===== src/rtl/sup_pkg.sv =====
// Package: shared state encoding and input bundle for the startup supervisor.
// Assumes: the bundle bit order is used by the synchronizer as a plain vector.
package sup_pkg;

    typedef enum logic [2:0] {
        ST_OFF   = 3'd0,
        ST_SOFT  = 3'd1,
        ST_RUN   = 3'd2,
        ST_LIMIT = 3'd3,
        ST_LATCH = 3'd4,
        ST_CROW  = 3'd5
    } sup_state_e;

    typedef struct packed {
        logic supply_ok;
        logic en;
        logic pgood;
        logic ilim;
        logic dly_low;
        logic ovp;
        logic ovp_clr;
    } sup_in_t;

    localparam int unsigned SUP_IN_W = $bits(sup_in_t);

endpackage


===== src/rtl/sup_sync.sv =====
// Module: multi-bit synchronizer chain, one flop column per stage.
// Assumes: each bit is an independent level signal, so no coherency across bits is needed.
module sup_sync #(
    parameter int unsigned WIDTH  = 7,
    parameter int unsigned STAGES = 2
) (
    input  logic             clk,
    input  logic             rst_n,
    input  logic [WIDTH-1:0] d,
    output logic [WIDTH-1:0] q
);
    localparam int unsigned LAST = STAGES - 1;

    logic [STAGES-1:0][WIDTH-1:0] stage_q;

    // Shift the raw levels through the synchronizer columns.
    always_ff @(posedge clk) begin
        if (!rst_n) begin
            stage_q <= '0;
        end else begin
            stage_q[0] <= d;
            for (int i = 1; i < int'(STAGES); i++) begin
                stage_q[i] <= stage_q[i-1];
            end
        end
    end

    assign q = stage_q[LAST];

endmodule


===== src/rtl/sup_fsm.sv =====
// Module: sequencing state machine for enable, soft start, run, limit latch-off and crowbar.
// Assumes: inputs are already synchronized; overvoltage outranks every other transition,
// and loss of supply or enable outranks overvoltage.
module sup_fsm
    import sup_pkg::*;
(
    input  logic       clk,
    input  logic       rst_n,
    input  sup_in_t    in_s,
    output sup_state_e state_q
);
    sup_state_e state_d;
    logic       power_valid;
    sup_state_e resume_st;

    // Both supply and enable must be valid for any activity.
    assign power_valid = in_s.supply_ok & in_s.en;
    // Recovery target from limit or crowbar depends on power-good.
    assign resume_st   = in_s.pgood ? ST_RUN : ST_SOFT;

    // Next-state selection with overvoltage priority inside the active states.
    always_comb begin
        state_d = state_q;
        if (!power_valid) begin
            state_d = ST_OFF;
        end else begin
            unique case (state_q)
                ST_OFF:   state_d = ST_SOFT;
                ST_SOFT: begin
                    if (in_s.ovp)        state_d = ST_CROW;
                    else if (in_s.pgood) state_d = ST_RUN;
                end
                ST_RUN: begin
                    if (in_s.ovp)       state_d = ST_CROW;
                    else if (in_s.ilim) state_d = ST_LIMIT;
                end
                ST_LIMIT: begin
                    if (in_s.ovp)          state_d = ST_CROW;
                    else if (in_s.dly_low) state_d = ST_LATCH;
                    else if (!in_s.ilim)   state_d = resume_st;
                end
                ST_LATCH: state_d = ST_LATCH;
                ST_CROW: begin
                    if (in_s.ovp_clr && !in_s.ovp) state_d = resume_st;
                end
                default:  state_d = ST_OFF;
            endcase
        end
    end

    // State register with synchronous active-low reset.
    always_ff @(posedge clk) begin
        if (!rst_n) state_q <= ST_OFF;
        else        state_q <= state_d;
    end

    a_r3_invalid_power_goes_off: assert property (@(posedge clk) disable iff (!rst_n)
        !(in_s.supply_ok && in_s.en) |=> state_q == ST_OFF);

    a_r4_off_starts_ramp: assert property (@(posedge clk) disable iff (!rst_n)
        (state_q == ST_OFF && in_s.supply_ok && in_s.en) |=> state_q == ST_SOFT);

    a_r7_latch_beats_recovery: assert property (@(posedge clk) disable iff (!rst_n)
        (state_q == ST_LIMIT && in_s.supply_ok && in_s.en && !in_s.ovp && in_s.dly_low)
        |=> state_q == ST_LATCH);

    a_r9_ovp_enters_crowbar: assert property (@(posedge clk) disable iff (!rst_n)
        ((state_q == ST_SOFT || state_q == ST_RUN || state_q == ST_LIMIT)
         && in_s.supply_ok && in_s.en && in_s.ovp) |=> state_q == ST_CROW);

    a_r11_latch_holds: assert property (@(posedge clk) disable iff (!rst_n)
        (state_q == ST_LATCH && in_s.supply_ok && in_s.en) |=> state_q == ST_LATCH);

endmodule


===== src/rtl/sup_outdec.sv =====
// Module: decodes the supervisor state into pin controls.
// Assumes: outputs are pure functions of the registered state, so they are glitch-free.
module sup_outdec
    import sup_pkg::*;
(
    input  logic       clk,
    input  logic       rst_n,
    input  sup_state_e state_q,
    output logic       pwm_run,
    output logic       ss_ramp_en,
    output logic       dly_pullup,
    output logic       dly_discharge,
    output logic       drv_disable,
    output logic       force_low,
    output logic       crowbar
);
    // Map each state to its control pattern.
    always_comb begin
        pwm_run       = 1'b0;
        ss_ramp_en    = 1'b0;
        dly_pullup    = 1'b0;
        dly_discharge = 1'b0;
        drv_disable   = 1'b0;
        force_low     = 1'b0;
        crowbar       = 1'b0;
        unique case (state_q)
            ST_OFF: begin
                dly_discharge = 1'b1;
                drv_disable   = 1'b1;
            end
            ST_SOFT: begin
                pwm_run    = 1'b1;
                ss_ramp_en = 1'b1;
            end
            ST_RUN: begin
                pwm_run    = 1'b1;
                dly_pullup = 1'b1;
            end
            ST_LIMIT: pwm_run = 1'b1;
            ST_LATCH: drv_disable = 1'b1;
            ST_CROW: begin
                force_low = 1'b1;
                crowbar   = 1'b1;
            end
            default: begin
                dly_discharge = 1'b1;
                drv_disable   = 1'b1;
            end
        endcase
    end

    a_r12_delay_controls_exclusive: assert property (@(posedge clk) disable iff (!rst_n)
        $onehot0({ss_ramp_en, dly_pullup, dly_discharge}));

    a_r9_crowbar_stops_switching: assert property (@(posedge clk) disable iff (!rst_n)
        crowbar |-> (!pwm_run && force_low));

endmodule


===== src/rtl/vr_start_supervisor.sv =====
// Module: top of the regulator startup and fault supervisor.
// Assumes: all comparator inputs are asynchronous levels; SYNC_STAGES >= 1.
module vr_start_supervisor
    import sup_pkg::*;
#(
    parameter int unsigned SYNC_STAGES = 2
) (
    input  logic clk,
    input  logic rst_n,
    input  logic supply_ok,
    input  logic en,
    input  logic pgood,
    input  logic ilim_hit,
    input  logic dly_low,
    input  logic ovp,
    input  logic ovp_clear,
    output logic pwm_run,
    output logic ss_ramp_en,
    output logic dly_pullup,
    output logic dly_discharge,
    output logic drv_disable,
    output logic force_low,
    output logic crowbar
);
    sup_in_t    raw_in;
    sup_in_t    sync_in;
    sup_state_e state_q;

    // Bundle the raw comparator levels.
    assign raw_in = '{supply_ok: supply_ok, en: en, pgood: pgood, ilim: ilim_hit,
                      dly_low: dly_low, ovp: ovp, ovp_clr: ovp_clear};

    sup_sync #(
        .WIDTH  (SUP_IN_W),
        .STAGES (SYNC_STAGES)
    ) sync_i (
        .clk   (clk),
        .rst_n (rst_n),
        .d     (raw_in),
        .q     (sync_in)
    );

    sup_fsm fsm_i (
        .clk     (clk),
        .rst_n   (rst_n),
        .in_s    (sync_in),
        .state_q (state_q)
    );

    sup_outdec dec_i (
        .clk           (clk),
        .rst_n         (rst_n),
        .state_q       (state_q),
        .pwm_run       (pwm_run),
        .ss_ramp_en    (ss_ramp_en),
        .dly_pullup    (dly_pullup),
        .dly_discharge (dly_discharge),
        .drv_disable   (drv_disable),
        .force_low     (force_low),
        .crowbar       (crowbar)
    );

endmodule


===== config.mk =====
export PLATFORM = sky130hd
export DESIGN_NAME = vr_start_supervisor
export DESIGN_NICKNAME = d
export VERILOG_FILES = /design/src/rtl/sup_pkg.sv /design/src/rtl/sup_sync.sv /design/src/rtl/sup_fsm.sv /design/src/rtl/sup_outdec.sv /design/src/rtl/vr_start_supervisor.sv
export SDC_FILE = /design/constraint.sdc
export NUM_CORES = 1
export LEC_CHECK = 0
export ABC_AREA = 1
export CORE_MARGIN = 5
export CORE_UTILIZATION = 29
export DETAILED_ROUTE_END_ITERATION = 10
export GPL_ROUTABILITY_DRIVEN = 0
export GPL_TIMING_DRIVEN = 0
export PLACE_DENSITY = 0.57
export RECOVER_POWER = 100
export SLEW_MARGIN = 10
export SYNTH_ARGS = -nofsm -noshare
export SYNTH_HDL_FRONTEND = slang
export SYNTH_SLANG_ARGS = --single-unit

===== constraint.sdc =====
create_clock -name clk -period 1.75 [get_ports clk]
set_input_delay 0.35 -clock clk [delete_from_list [all_inputs] [get_ports clk]]
set_output_delay 0.35 -clock clk [all_outputs]
set_load 0.02 [all_outputs]

==> results.txt, run 1 <==
area of the die: 0.00392 mm2
count of placed standard cells in the final layout, fillers left out: 169
initial core utilization: 29.6%
average wire per standard cell: 7.94 um
outcome: completed
worst max-slew margin expressed relative to the limit: 76.0%
TritonCTS clock tree: done
biggest area consumer among synthesized cells: sky130_fd_sc_hd__dfxtp_1
Max-cap violations: 0
average vias per placed instance: 4.22
post-synthesis cell type count: 21
number of storage elements in the synthesis netlist: 17
fmax: 599 MHz
H-tree depth: 1
detailed-route via count: 713
global-route wire length before repair: 2420 um
1st-pass router iterations: 4
post-route fraction of the period consumed by the critical path: 95.4%
top cell types by occurrence after synthesis: sky130_fd_sc_hd__nand2_1 (27), sky130_fd_sc_hd__nor2_1 (27), sky130_fd_sc_hd__inv_1 (21)
Area Growth Syn to Fin: 25.9%
number of enable flip-flop cells after synthesis: 0
post-route ant nets: 0
synthesized netlist cell count: 119
number of antenna violations at the first check in global routing: 0
post-route setup slack: 81.1 ps
asr flop ratio synth: 0%
clock slew at reported path FFs: 90 ps
pins over their slew limit: 0
# fillers: 310
path type of the worst min-delay path: reg -> reg
number of diodes added for antenna fixing: 0
site row count: 19
peak supply drop: 0.413 mV
fraction of the yosys area taken by sequential cells: 42.4%
Max Clock Skew: 4.64 ps
power per unit of standard cell area: 648 mW/mm2
total instance count after detailed placement: 165
Routed Wire Length: 1340 um
remaining global-route overflow: 0
final routed DRC violation total: 0
Total GRT Usage: 7.56%
clock buffers created by TritonCTS: 3
Data arrival, critical path: 1320 ps
die boundary width: 62.6 um
I/O pin count: 16
DR iter-0 viols: 37
Post-Syn Nets: 128
start-to-end type of the worst setup path: reg -> out
clock latency at the later pin of the worst-skew pair: 280 ps
Leak: 0.568 nW
hold violation count in the final report: 0
root cell of the clock tree: sky130_fd_sc_hd__clkbuf_4
post-synthesis instance area: 803 um2
post-layout util: 37.3%
# setup viols final: 0
nets: 148
count of clock tree sinks: 17
type of element capturing the critical path: output port
actual slew at the worst max-slew pin: 360 ps
worst hold slack: 412 ps
synth warn: 0
DIE HEIGHT: 62.6 um
maximum fanout along the worst path: 9
largest buffer count on any clock path: 2
overall power: 0.655 mW
post-detail-place hpwl: 1080 um
share of the synthesized area in the top cell type: 42.4%
largest net degree at the start of global routing: 11
RSZ-0062 raised after global routing: true
number of global-route vias before repair: 645
Core Region: 0.00271 mm2
worst path required time: 1400 ps
Setup Slack @ Placement: -95.3 ps
most area-consuming cells after synthesis: sky130_fd_sc_hd__dfxtp_1 (42%), sky130_fd_sc_hd__nand2_1 (13%), sky130_fd_sc_hd__nor2_1 (13%)
Port Buffers: 15
Synth Flop Type: sky130_fd_sc_hd__dfxtp_1
ratio of cells with drive above 1 in the final layout: 18.1%
shortest period the worst path allows: 1670 ps
sort of element at the start of the critical path: register
quantity of hold-fixing buffers added after cts: 0
Post-Synthesis Mean Instance Area: 6.75 um2
## flip-flops by register name, summed over array words and instances (netlist names)
register        flops
sync_i.stage_q      7
sync_i.q            7
fsm_i.state_q       3
## timing repair
action / 4_1_cts / 5_1_grt
setup endpoints to repair: 7 / 5
pin swaps: 0 / 1
gates resized for setup: 11 / 12
buffers inserted: 0 / 0
## stage by stage
step	TNS [ps]	area [um2]
5_1_grt	-3.28	1010
3_5_place_dp	-95.3	992
6_report	0	1010
4_1_cts	0	1010
3_3_place_gp	-52.3	992
2_1_floorplan	0	803
## placed cells by master (no fill, tap or decap)
cell type	count
sky130_fd_sc_hd__o21ai_0	1
sky130_fd_sc_hd__nand2_4	1
sky130_fd_sc_hd__a31oi_1	1
sky130_fd_sc_hd__a21boi_2	1
sky130_fd_sc_hd__clkbuf_4	3
sky130_fd_sc_hd__dfxtp_1	16
sky130_fd_sc_hd__clkdlybuf4s50_1	7
sky130_fd_sc_hd__nor2_2	4
sky130_fd_sc_hd__nand3_1	6
sky130_fd_sc_hd__clkbuf_8	1
sky130_fd_sc_hd__inv_1	21
sky130_fd_sc_hd__inv_4	1
sky130_fd_sc_hd__nor2_1	24
sky130_fd_sc_hd__clkbuf_2	3
sky130_fd_sc_hd__nand3_2	1
sky130_fd_sc_hd__dlygate4sd2_1	2
sky130_fd_sc_hd__clkbuf_1	2
sky130_fd_sc_hd__nor3_1	1
sky130_fd_sc_hd__nand2_2	1
sky130_fd_sc_hd__buf_4	3
sky130_fd_sc_hd__dlygate4sd3_1	1
sky130_fd_sc_hd__dfxtp_2	1
sky130_fd_sc_hd__nand3_4	1
sky130_fd_sc_hd__nand2_1	27
sky130_fd_sc_hd__clkdlybuf4s15_1	1
sky130_fd_sc_hd__a21oi_1	3
sky130_fd_sc_hd__buf_6	1
sky130_fd_sc_hd__inv_2	3
## critical path, stage by stage (launching register included)
cell and delay [ps]:
sky130_fd_sc_hd__dfxtp_1 320, sky130_fd_sc_hd__buf_4 160, sky130_fd_sc_hd__inv_1 80, sky130_fd_sc_hd__nor2_2 120, sky130_fd_sc_hd__nor2_2 60, sky130_fd_sc_hd__a21boi_2 150, sky130_fd_sc_hd__buf_4 150
## cells by family after synthesis
family | after synthesis | share of synthesized area [%]
simple gates | 66 | 36.0
buf+inv | 30 | 17.4
flops | 17 | 42.4
compound gates | 6 | 4.21
## metal layers
layer / global-route usage [%] / part of all wire, % / up-vias
met2: 12.2 / 46 / 24
met3: 3.60 / 7.5 / 2
met5: 0 / 0 / -
met4: 5.31 / 0.60 / 0
met1: 7.60 / 46 / 305
li1: - / - / 382
## layout make-up
type                    instances  area (um2)  area share [%]
flip-flops and latches         17         342            33.8
multi-input cells              72         334            33.0
repair buffers                 15         130            12.9
inverters                      25        96.3            9.53
plain buffers                   5        43.8            4.33
well taps                      31        38.8            3.84
clock buffers                   4        26.3            2.60
## final timing paths
path | slack [ps] | startpoint | depth (start not counted) | endpoint
setup / recovery | 80 | fsm_i.state_q[0] | 6 | dly_discharge
hold / removal | 410 | sync_i.stage_q[4] | 2 | sync_i.q[4]
setup reg to reg | 590 | fsm_i.state_q[2] | 8 | fsm_i.state_q[0]
hold reg to reg | 410 | sync_i.stage_q[4] | 2 | sync_i.q[4]
## power breakdown
group          switching [mW]  internal (mW)
Sequential            0.00501          0.402
Clock                   0.111         0.0884
Combinational          0.0226         0.0264
Total                   0.139          0.517
Note: power is estimated with default switching activity, not from simulation.
==> run 2: changes to the inputs <==
- CELL_PAD_IN_SITES_DETAIL_PLACEMENT: default -> 1
- CELL_PAD_IN_SITES_GLOBAL_PLACEMENT: default -> 1
- PLACE_DENSITY: 0.57 -> 0.73
==> results.txt, run 2 (same netlist as run 1, synthesis figures left out) <==
worst-case hold path end point: sync_i.q[2]
global-route wire length before repair: 2840 um (+17%)
clock buffers created by TritonCTS: 3 (unchanged)
ratio of cells with drive above 1 in the final layout: 18.0% (-0.13 points)
Area Growth Syn to Fin: 26.5%
worst hold slack: 421 ps (+9.06 ps)
average vias per placed instance: 4.26 (+0.95%)
hold violation count in the final report: 0 (unchanged)
Crit Reg-Reg Endpoint: fsm_i.state_q[0]
initial core utilization: 29.6% (unchanged)
Max Clock Skew: 2.97 ps (-1.67 ps)
Total GRT Usage: 8.79% (+1.2 points)
final routed DRC violation total: 0 (unchanged)
shortest period the worst path allows: 1660 ps (-7.94 ps)
Setup Slack @ Placement: -103 ps (-7.79 ps)
Port Buffers: 15 (unchanged)
average wire per standard cell: 9.26 um (+17%)
power per unit of standard cell area: 641 mW/mm2 (-1.0%)
DIE HEIGHT: 62.6 um (unchanged)
# setup viols final: 0 (unchanged)
sort of element at the start of the critical path: register
post-route fraction of the period consumed by the critical path: 94.9% (-0.45 points)
internal power consumption: 0.515 mW (-0.24%)
number of antenna violations at the first check in global routing: 0 (unchanged)
die boundary width: 62.6 um (unchanged)
number of stages on the worst hold path: 2 (unchanged)
largest net degree at the start of global routing: 11 (unchanged)
switching part of the total: 20.9% (-0.22 points)
post-detail-place hpwl: 1290 um (+19%)
remaining global-route overflow: 0 (unchanged)
DR iter-0 viols: 21 (-43%)
most common library cell in the layout ignoring fill and taps: sky130_fd_sc_hd__nand2_1
area of the die: 0.00392 mm2 (unchanged)
start-to-end type of the worst setup path: reg -> out
clock latency at the later pin of the worst-skew pair: 280 ps (about the same)
clock slew at reported path FFs: 90 ps (about the same)
quantity of hold-fixing buffers added after cts: 0 (unchanged)
I/O pin count: 16 (unchanged)
Gate power share: 7.8% (+0.3 points)
largest buffer count on any clock path: 2 (unchanged)
top library cells by usage in the layout, fill and taps aside: sky130_fd_sc_hd__nand2_1 (27), sky130_fd_sc_hd__nor2_1 (24), sky130_fd_sc_hd__inv_1 (20), sky130_fd_sc_hd__dfxtp_1 (16), sky130_fd_sc_hd__clkdlybuf4s50_1 (7)
worst max-slew margin expressed relative to the limit: 74.7% (-1.3 points)
Routed Wire Length: 1580 um (+17%)
type of element capturing the critical path: output port
TritonCTS clock tree: done
Data arrival, critical path: 1310 ps (about the same)
overall power: 0.652 mW (-0.52%)
# fillers: 374 (+21%)
RSZ-0062 raised after global routing: false
pins over their slew limit: 0 (unchanged)
count of clock tree sinks: 17 (unchanged)
post-route ant nets: 0 (unchanged)
clock share of power: 30.0% (-0.4 points)
worst path required time: 1400 ps (about the same)
sequential fraction of design power: 62.3% (+0.2 points)
peak supply drop: 0.415 mV (+0.50%)
number of cells on the worst reg-to-reg path: 8 (unchanged)
maximum fanout along the worst path: 9 (unchanged)
post-layout util: 37.5% (+0.18 points)
number of diodes added for antenna fixing: 0 (unchanged)
actual slew at the worst max-slew pin: 379 ps (+19.4 ps)
detailed-route via count: 724 (+1.5%)
Leak: 0.567 nW (-0.28%)
Core Region: 0.00271 mm2 (unchanged)
number of global-route vias before repair: 712 (+10%)
site row count: 19 (unchanged)
sw power: 0.136 mW (-1.5%)
nets: 149 (+0.68%)
Max-cap violations: 0 (unchanged)
1st-pass router iterations: 2 (-2)
Register-to-Register Setup Slack: 570 ps (-20 ps)
path type of the worst min-delay path: reg -> reg
Critical R2R Launch: fsm_i.state_q[2]
fmax: 602 MHz (+0.48%)
outcome: completed
post-route setup slack: 89.1 ps (+7.94 ps)
root cell of the clock tree: sky130_fd_sc_hd__clkbuf_4
Hold Crit Start: sync_i.stage_q[2]
H-tree depth: 1 (unchanged)
final-layout setup total negative slack: 0 ps (unchanged)
run 2: cell types whose count changed in the layout (fill, tap and decap cells not counted):
cell	change
sky130_fd_sc_hd__inv_2	+2
sky130_fd_sc_hd__dfxtp_2	-1
sky130_fd_sc_hd__inv_4	-1
sky130_fd_sc_hd__inv_1	-1
sky130_fd_sc_hd__clkbuf_2	-2
sky130_fd_sc_hd__dfxtp_4	+1
sky130_fd_sc_hd__clkbuf_1	+2
sky130_fd_sc_hd__buf_4	+1
run 2: area by class of cell:
type                            instances  area [um2]  share of cell area [%]
Clock buffer                            4        26.3                    2.59
Tap cell                               31        38.8                    3.82
Inverter                               25        93.8                    9.24
Timing Repair Buffer                   16         135                    13.3
Sequential cell                        17         344                    33.9
Buffer                                  5        43.8                    4.31
Multi-Input combinational cell         72         334                    32.9
run 2: timing repair:
item | 4_1_cts | 5_1_grt
pin swaps | 0 | 1
buffers inserted | 0 | 1
endpoints found under the hold margin | 0 | 0
resized for setup | 11 | 14
endpoints found under the setup margin | 7 | 5
run 2: how the worst max path moves through the flow:
| stage | from | end | slack (ps) | depth (start not counted) |
|---|---|---|---|---|
| after floorplan | fsm_i.state_q[0] | dly_discharge | 100 | 5 |
| after global placement | fsm_i.state_q[0] | dly_discharge | -60 | 6 |
| after detailed placement | fsm_i.state_q[0] | dly_discharge | -100 | 6 |
| after CTS | fsm_i.state_q[2] | force_low | 5 | 5 |
| after global routing | fsm_i.state_q[2] | ss_ramp_en | 8 | 5 |
| final | fsm_i.state_q[0] | crowbar | 90 | 4 |
run 2: metrics by stage:
| stage | cell area (um2) | cells |
|---|---|---|
| 6_report | 1020 | 170 |
| 5_1_grt | 1020 | 170 |
| 3_5_place_dp | 992 | 165 |
| 4_1_cts | 1010 | 169 |
| 3_3_place_gp | 992 | 165 |
| 2_1_floorplan | 803 | 119 |
run 2: power groups by stage:
stage	sequential (mW)	clock [mW]	combinational, mW
2_1_floorplan	0.415	0	0.0265
3_3_place_gp	0.416	0	0.0496
3_5_place_dp	0.416	0	0.0518
4_1_cts	0.408	0.208	0.0518
5_1_grt	0.408	0.224	0.0585
6_report	0.406	0.195	0.0506
run 2: routing by layer:
metal | part of all wire [%] | global-route usage (%)
met2 | 47 | 14.9
met1 | 44 | 9.78
met3 | 6.3 | 2.52
met5 | 0 | 0
met4 | 2.1 | 4.77
run 2: critical path: stages (launching register included):
cell and delay [ps]:
sky130_fd_sc_hd__dfxtp_1 320, sky130_fd_sc_hd__buf_4 170, sky130_fd_sc_hd__nand3_4 110, sky130_fd_sc_hd__inv_2 100
sky130_fd_sc_hd__dlygate4sd2_1 340
==> run 3: changes to the inputs <==
- CORE_MARGIN: 5 -> default
- SLEW_MARGIN: 10 -> 20
- TNS_END_PERCENT: default -> 100
==> results.txt, run 3 (same netlist as run 1, synthesis figures left out) <==
met1 usage in global routing: 13.1% (+3.3 points)
global-route wire length before repair: 2630 um (-7.3%)
count of clock tree sinks: 17 (unchanged)
largest buffer count on any clock path: 2 (unchanged)
TritonCTS clock tree: done
1st-pass router iterations: 4 (+2)
count of placed standard cells in the final layout, fillers left out: 168 (-1.2%)
worst max-slew margin expressed relative to the limit: 71.9% (-2.9 points)
site row count: 18 (-1)
post-detail-place hpwl: 1220 um (-5.8%)
I/O pin count: 16 (unchanged)
Routed Wire Length: 1550 um (-1.7%)
overall power: 0.662 mW (+1.5%)
shortest period the worst path allows: 1690 ps (+24.1 ps)
GRT met3 Usage: 2.78% (+0.26 points)
Max Clock Skew: 0.372 ps (-2.60 ps)
post-route ant nets: 0 (unchanged)
peak supply drop: 0.393 mV (-5.3%)
fmax: 593 MHz (-1.4%)
worst path required time: 1400 ps (about the same)
post-route fraction of the period consumed by the critical path: 96.3% (+1.4 points)
# fillers: 336 (-10%)
final-layout setup total negative slack: 0 ps (unchanged)
type of element capturing the critical path: output port
top library cells by usage in the layout, fill and taps aside: sky130_fd_sc_hd__nor2_1 (27), sky130_fd_sc_hd__nand2_1 (27), sky130_fd_sc_hd__inv_1 (21), sky130_fd_sc_hd__dfxtp_1 (16), sky130_fd_sc_hd__clkdlybuf4s50_1 (7)
largest net degree at the start of global routing: 11 (unchanged)
nets: 148 (-0.67%)
area of the die: 0.00298 mm2 (-24%)
sort of element at the start of the critical path: register
final routed DRC violation total: 0 (unchanged)
remaining global-route overflow: 0 (unchanged)
# setup viols final: 0 (unchanged)
DIE HEIGHT: 54.6 um (-13%)
met2 layer usage reported by global route: 22.3% (+7.4 points)
DR iter-0 viols: 10 (-52%)
start-to-end type of the worst setup path: reg -> out
initial core utilization: 31.6% (+1.9 points)
maximum fanout along the worst path: 9 (unchanged)
Port Buffers: 15 (unchanged)
hold violation count in the final report: 0 (unchanged)
number of antenna violations at the first check in global routing: 0 (unchanged)
detailed-route via count: 743 (+2.6%)
Data arrival, critical path: 1340 ps (+30 ps)
root cell of the clock tree: sky130_fd_sc_hd__clkbuf_4
number of diodes added for antenna fixing: 0 (unchanged)
Core Region: 0.00254 mm2 (-6.1%)
peak-usage layer in the global routing report: met2
power per unit of standard cell area: 662 mW/mm2 (+3.2%)
average wire per standard cell: 9.22 um (-0.48%)
ratio of cells with drive above 1 in the final layout: 15.2% (-2.8 points)
actual slew at the worst max-slew pin: 422 ps (+42.8 ps)
RSZ-0062 raised after global routing: true
pins over their slew limit: 0 (unchanged)
die boundary width: 54.6 um (-13%)
Setup Slack @ Placement: -120 ps (-17.0 ps)
outcome: completed
path type of the worst min-delay path: reg -> reg
worst hold slack: 419 ps (-1.91 ps)
Total GRT Usage: 12.4% (+3.6 points)
clock latency at the later pin of the worst-skew pair: 280 ps (about the same)
post-route setup slack: 65.0 ps (-24.1 ps)
number of global-route vias before repair: 668 (-6.2%)
Max-cap violations: 0 (unchanged)
H-tree depth: 1 (unchanged)
Area Growth Syn to Fin: 24.5%
average vias per placed instance: 4.42 (+3.8%)
total instance count after detailed placement: 164 (-0.61%)
Leak: 0.557 nW (-1.7%)
clock slew at reported path FFs: 90 ps (about the same)
number of setup buffers added after CTS: 0 (unchanged)
clock buffers created by TritonCTS: 3 (unchanged)
[run 3: timing repair]
item | CTS | global route
gates resized for setup | 12 | 11
endpoints found under the setup margin | 7 | 5
hold endpoints to repair | 0 | 0
hold buffers | 0 | 0
[run 3: final cells by class]
type	count	area [um2]	share of cell area, %
Multi-Input combinational cell	72	327	32.7
Buffer	5	47.5	4.76
Tap cell	30	37.5	3.75
Inverter	25	96.3	9.64
Timing Repair Buffer	15	124	12.4
Clock buffer	4	26.3	2.63
Sequential cell	17	342	34.2
[run 3: routing by layer]
| metal | up-vias | routed length, um |
|---|---|---|
| li1 | 381 | - |
| met5 | - | 0 |
| met1 | 338 | 681 |
| met4 | 0 | 7 |
| met2 | 22 | 780 |
| met3 | 2 | 79 |
[run 3: stage by stage]
| step | cell area, um2 | util (%) |
|---|---|---|
| 6_report | 1000 | 39.3 |
| 5_1_grt | 1000 | 39.3 |
| 4_1_cts | 1010 | 39.6 |
| 3_5_place_dp | 991 | 38.9 |
| 3_3_place_gp | 991 | 38.9 |
| 2_1_floorplan | 803 | - |
[run 3: worst max-delay path, stage by stage (launching register included)]
cell,delay (ps)
sky130_fd_sc_hd__dfxtp_1,330
sky130_fd_sc_hd__buf_6,140
sky130_fd_sc_hd__inv_1,60
sky130_fd_sc_hd__nor2_1,130
sky130_fd_sc_hd__nor2_1,80
sky130_fd_sc_hd__a21boi_2,150
sky130_fd_sc_hd__buf_4,160
[run 3: path summary, 6_finish.rpt]
kind	startpoint	endpoint	slack (ps)	cells past startpoint
worst max-delay path	fsm_i.state_q[0]	dly_discharge	60	6
worst min-delay path	sync_i.stage_q[3]	sync_i.q[3]	420	2
worst max register to register	fsm_i.state_q[2]	fsm_i.state_q[0]	560	8
worst min register to register	sync_i.stage_q[3]	sync_i.q[3]	420	2
[run 3: power by group]
group	internal [mW]	switching (mW)
clock network	0.0885	0.115
registers	0.402	0.00522
logic	0.0264	0.0243
total	0.517	0.145
